<file path="src/rtl/abs_time_cmp_timer.sv">
module abs_time_cmp_timer #(
  parameter int HALF_W = 32,
  parameter int DIV_W  = 16
) (
  input  logic              clk,
  input  logic              rst_n,
  input  logic [DIV_W-1:0]  tick_div,
  input  logic              cmd_go,
  input  logic [1:0]        cmd_op,
  input  logic [HALF_W-1:0] cmd_hi,
  input  logic [HALF_W-1:0] cmd_lo,
  output logic              res_done,
  output logic              res_flag,
  output logic [HALF_W-1:0] res_hi,
  output logic [HALF_W-1:0] res_lo,
  output logic              irq,
  input  logic              irq_ack
);
  localparam int W = 2 * HALF_W;
  localparam logic [W-1:0] ONE = {{(W-1){1'b0}}, 1'b1};
  localparam logic [DIV_W-1:0] DONE = {{(DIV_W-1){1'b0}}, 1'b1};
  localparam logic [1:0] OP_LD_TIME = 2'd0;
  localparam logic [1:0] OP_LD_DL   = 2'd1;
  localparam logic [1:0] OP_CAS_DL  = 2'd2;
  localparam logic [1:0] OP_RD_TIME = 2'd3;

  logic [DIV_W-1:0] div_cnt;
  logic [W-1:0]     tod, cmp;
  logic [W-1:0]     tod_nx, cmp_nx, res_nx;
  logic             flag_nx;

  logic         tick;
  logic [W-1:0] tod_t;
  logic         fire;
  logic [W-1:0] cmp_t;
  logic [W-1:0] opnd;

  assign tick  = div_cnt >= tick_div;
  assign tod_t = tick ? tod + ONE : tod;
  assign fire  = tick && (tod_t > cmp);
  assign cmp_t = fire ? '1 : cmp;
  assign opnd  = {cmd_hi, cmd_lo};

  always_comb begin
    tod_nx  = tod_t;
    cmp_nx  = cmp_t;
    res_nx  = '0;
    flag_nx = 1'b0;
    if (cmd_go) begin
      case (cmd_op)
        OP_LD_TIME: begin
          res_nx = tod_t;
          tod_nx = opnd;
        end
        OP_LD_DL: begin
          res_nx = cmp_t;
          cmp_nx = opnd;
        end
        OP_CAS_DL: begin
          if (opnd < cmp_t) begin
            res_nx  = cmp_t;
            cmp_nx  = opnd;
            flag_nx = 1'b1;
          end
        end
        default: res_nx = tod_t;
      endcase
    end
  end

  always_ff @(posedge clk) begin
    if (!rst_n) begin
      div_cnt  <= '0;
      tod      <= '0;
      cmp      <= '1;
      irq      <= 1'b0;
      res_done <= 1'b0;
      res_flag <= 1'b0;
      res_hi   <= '0;
      res_lo   <= '0;
    end else begin
      div_cnt  <= tick ? '0 : div_cnt + DONE;
      tod      <= tod_nx;
      cmp      <= cmp_nx;
      res_done <= cmd_go;
      if (fire)
        irq <= 1'b1;
      else if (irq_ack)
        irq <= 1'b0;
      if (cmd_go) begin
        res_hi   <= res_nx[W-1:HALF_W];
        res_lo   <= res_nx[HALF_W-1:0];
        res_flag <= flag_nx;
      end
    end
  end
endmodule

</file>
<file path="config.mk">
export PLATFORM = sky130hd
export DESIGN_NAME = abs_time_cmp_timer
export DESIGN_NICKNAME = d
export VERILOG_FILES = /design/src/rtl/abs_time_cmp_timer.sv
export SDC_FILE = /design/constraint.sdc
export NUM_CORES = 1
export LEC_CHECK = 0
export BUFFER_PORTS_ARGS = -buffer_cell sky130_fd_sc_hd__buf_2
export CAP_MARGIN = 0
export CORE_ASPECT_RATIO = 1.75
export CORE_MARGIN = 2
export CORE_UTILIZATION = 50
export CTS_BUF_LIST = sky130_fd_sc_hd__clkbuf_4 sky130_fd_sc_hd__clkbuf_8 sky130_fd_sc_hd__clkbuf_16
export DETAILED_ROUTE_END_ITERATION = 6
export PLACE_DENSITY = 0.77
export SYNTH_ARGS = -nofsm -noshare
export SYNTH_HDL_FRONTEND = slang
export SYNTH_SLANG_ARGS = --single-unit
</file>
<file path="constraint.sdc">
create_clock -name clk -period 22.4 [get_ports clk]
set_input_delay 4.48 -clock clk [delete_from_list [all_inputs] [get_ports clk]]
set_output_delay 4.48 -clock clk [all_outputs]
set_load 0.05 [all_outputs]
</file>
==> impl_metrics.json <==
{
  "status": "finished clean",
  "setup_tns_ps": 0,
  "required_ps": 22800,
  "ctsHoldBuffers": 0,
  "num-fill-cells": 2687,
  "syn_area_sq_um": 14500,
  "clock_path_buffers": 3,
  "post_drt_wl_per_cell_um": 19.7,
  "fin_skew_ps": 23.7,
  "drc_errors": 0,
  "clk_latency_ps": 540,
  "finalPower_mw": 1.06,
  "cts_tree": "built",
  "synth_nets": 2098,
  "globalplace.congestion": 0.948,
  "grt_remaining_overflow": 0,
  "io_pins": 153,
  "grt_setup_unrepaired": "false",
  "drv_cap": 0,
  "die_y_um": 229,
  "die_area_sq_um": 30400,
  "crit_family": "compound AO/OA/AOI/OAI gates",
  "fin_crit_ps": 13200,
  "setup-violations-final": 0,
  "grt_use_total": 0.295,
  "cts_root_buf": "clkbuf_16",
  "cp_slowest_cell": "a21oi_1",
  "cp.depth": 33,
  "drtAntennaViolNets": 0,
  "clk_pin_slew_ps": 60,
  "ys_ff_latch": 211,
  "crit_buf_inv": 5,
  "hold_viol_final": 0,
  "ff2ff_path_depth": 32,
  "p_leak_nw": 8.16,
  "syn_area_per_cell_sq_um": 7.75,
  "htree_levels": 1,
  "netlist_instances": 1866,
  "postRouteWirelength_um": 46100,
  "layout-drive-gt1-share": 0.153,
  "cp-start-kind": "input pin",
  "worst_hold_path_type": "reg2reg",
  "first_global_vias": 14200,
  "port_buffers": 152,
  "area_delta_synth_final_pct": 11.5,
  "critPathCapture": "cmp[19]",
  "startpoint": "tick_div[3]",
  "synth_cell_types": 63,
  "timing.rr.end": "cmp[19]",
  "vias": 14300,
  "slew_headroom": 0.313,
  "grt_pass1_wl_um": 72900,
  "tightest_slew_ps": 1030,
  "clock_sinks": 211,
  "drt_iter0_drc": 1143,
  "slowest_delay_ps": 810,
  "cts_resized": 0,
  "viasPerCell": 6.09,
  "ys_async_sr_fraction": 0,
  "synth-main-ff-cell": "dfxtp_1",
  "end_kind": "flop",
  "worstPathMaxFanout": 52,
  "r2r-start": "div_cnt[0]",
  "crit_type": "in2reg",
  "yosysSeqAreaShare": 0.292,
  "vdd_drop_max_uv": 57.9,
  "antenna_found_initial": 5,
  "cp_data_arrival_time_ps": 13600,
  "drv_slew": 0,
  "synth-edff-count": 0,
  "grt_max_degree": 74,
  "core-area_sq_um": 28500,
  "clock.fmax_mhz": 75.7,
  "ys_warn_count": 0,
  "regToRegSetupSlack_ps": 12790,
  "power_density_nw_per_um2": 65.9,
  "fp-row-count": 82,
  "initial_utilization": 0.507,
  "fin_nets": 2184,
  "fin_crit_sh": 0.589,
  "dpl.hpwl_um": 32100,
  "cts_setup_buffers": 0,
  "drtPass1Iterations": 6,
  "die-width_um": 133,
  "cts_buffers": 22
}
report_power, final:
| part | switching [mW] | leakage (nW) | internal, mW |
|---|---|---|---|
| sequential | 0.0182 | 1.74 | 0.403 |
| combinational | 0.175 | 6.05 | 0.0885 |
| clock | 0.158 | 0.372 | 0.219 |
| total | 0.352 | 8.16 | 0.711 |
flip-flops by register name, indices dropped and copies added, names as in the netlist:
register / cells
res_lo: 32
cmp: 64
irq: 1
res_done: 1
tod: 64
res_flag: 1
res_hi: 32
div_cnt: 16
worst min-delay path, delay by kind of cell (launching register included):
kind	cells	cell delay, ps
flip-flops	1	310
AND/OR/NAND/NOR	1	70
AO/OA/AOI/OAI	1	60
cell families after synthesis:
logic type / Yosys count / share of synthesized area
xor+xnor: 76 / 0.0460
compound gates: 393 / 0.184
fa+ha+maj: 147 / 0.127
buf+inv: 259 / 0.0726
flops: 211 / 0.292
simple gates: 724 / 0.240
mux: 56 / 0.0387
worst min path at each step:
stage / start / endpoint / slack, ps / cells after the start
2_1_floorplan: div_cnt[0] / div_cnt[0] / 460 / 1
3_3_place_gp: res_hi[13] / res_hi[13] / 480 / 2
3_5_place_dp: irq / irq / 480 / 2
4_1_cts: res_hi[14] / res_hi[14] / 490 / 2
5_1_grt: res_hi[13] / res_hi[13] / 510 / 2
6_report: res_hi[13] / res_hi[13] / 480 / 2
stage by stage:
step	cell area (sq um)	hold WS, ps	instances	setup WS [ps]	utilization
after global placement	15400	477	2306	9030	0.540
after detailed placement	15400	475	2306	8850	0.540
after CTS	16100	487	2344	9350	0.565
after floorplan	14500	464	1866	11050	-
final	16100	482	2347	9200	0.566
after global routing	16100	513	2347	8640	0.566
cell usage after synthesis (7+ instances only):
cell / number / area share
xor2_1: 35 / 0.021
nor4_1: 10 / 0.0043
nand2_1: 230 / 0.060
a21o_1: 26 / 0.013
nor2_1: 189 / 0.049
o21ai_0: 89 / 0.031
inv_1: 149 / 0.039
or2_2: 46 / 0.020
mux2i_1: 56 / 0.039
nor3_1: 99 / 0.034
and3_1: 19 / 0.0082
nand3_1: 40 / 0.014
ha_1: 146 / 0.13
o21a_1: 14 / 0.0073
o211ai_1: 28 / 0.015
clkbuf_1: 84 / 0.022
a221o_1: 45 / 0.031
buf_6: 8 / 0.0062
o22ai_1: 45 / 0.019
nor3_2: 24 / 0.017
buf_1: 7 / 0.0018
xnor2_1: 41 / 0.025
a211oi_1: 24 / 0.012
dfxtp_1: 211 / 0.29
nand4_1: 41 / 0.018
a21oi_1: 81 / 0.028
routing by layer:
layer | GRT usage | routed length [um] | vias up
li1 | - | - | 6734
met1 | 0.333 | 17000 | 6717
met2 | 0.514 | 23000 | 640
met3 | 0.0332 | 2900 | 189
met4 | 0.210 | 3180 | 4
met5 | 0 | 25 | -
layout by cell type (no fill, tap or decap), types with 18 or more instances in the layout:
cell type,instances
nor3_1,98
ha_1,145
a221o_1,45
nor2_1,188
and3_1,18
buf_2,151
inv_1,149
dfxtp_1,211
nor3_2,25
a21o_1,26
xor2_1,35
clkbuf_16,23
mux2i_1,56
xnor2_1,41
buf_4,19
or2_2,46
nand2_1,228
o22ai_1,45
a21oi_1,80
nand3_1,40
o211ai_1,28
o21ai_0,89
a211oi_1,24
nand4_1,41
cell type report:
type | instances | area, sq um | area share
timing repair buffer | 170 | 898 | 0.0557
inverter | 151 | 567 | 0.0351
clock buffer | 36 | 723 | 0.0448
antenna | 3 | 7.51 | 0.000465
sequential | 211 | 4220 | 0.262
tap | 378 | 473 | 0.0293
clock inverter | 2 | 10.0 | 0.000620
multi-input combinational | 1396 | 9230 | 0.572
No activity file was read; power rests on OpenSTA's default activity.
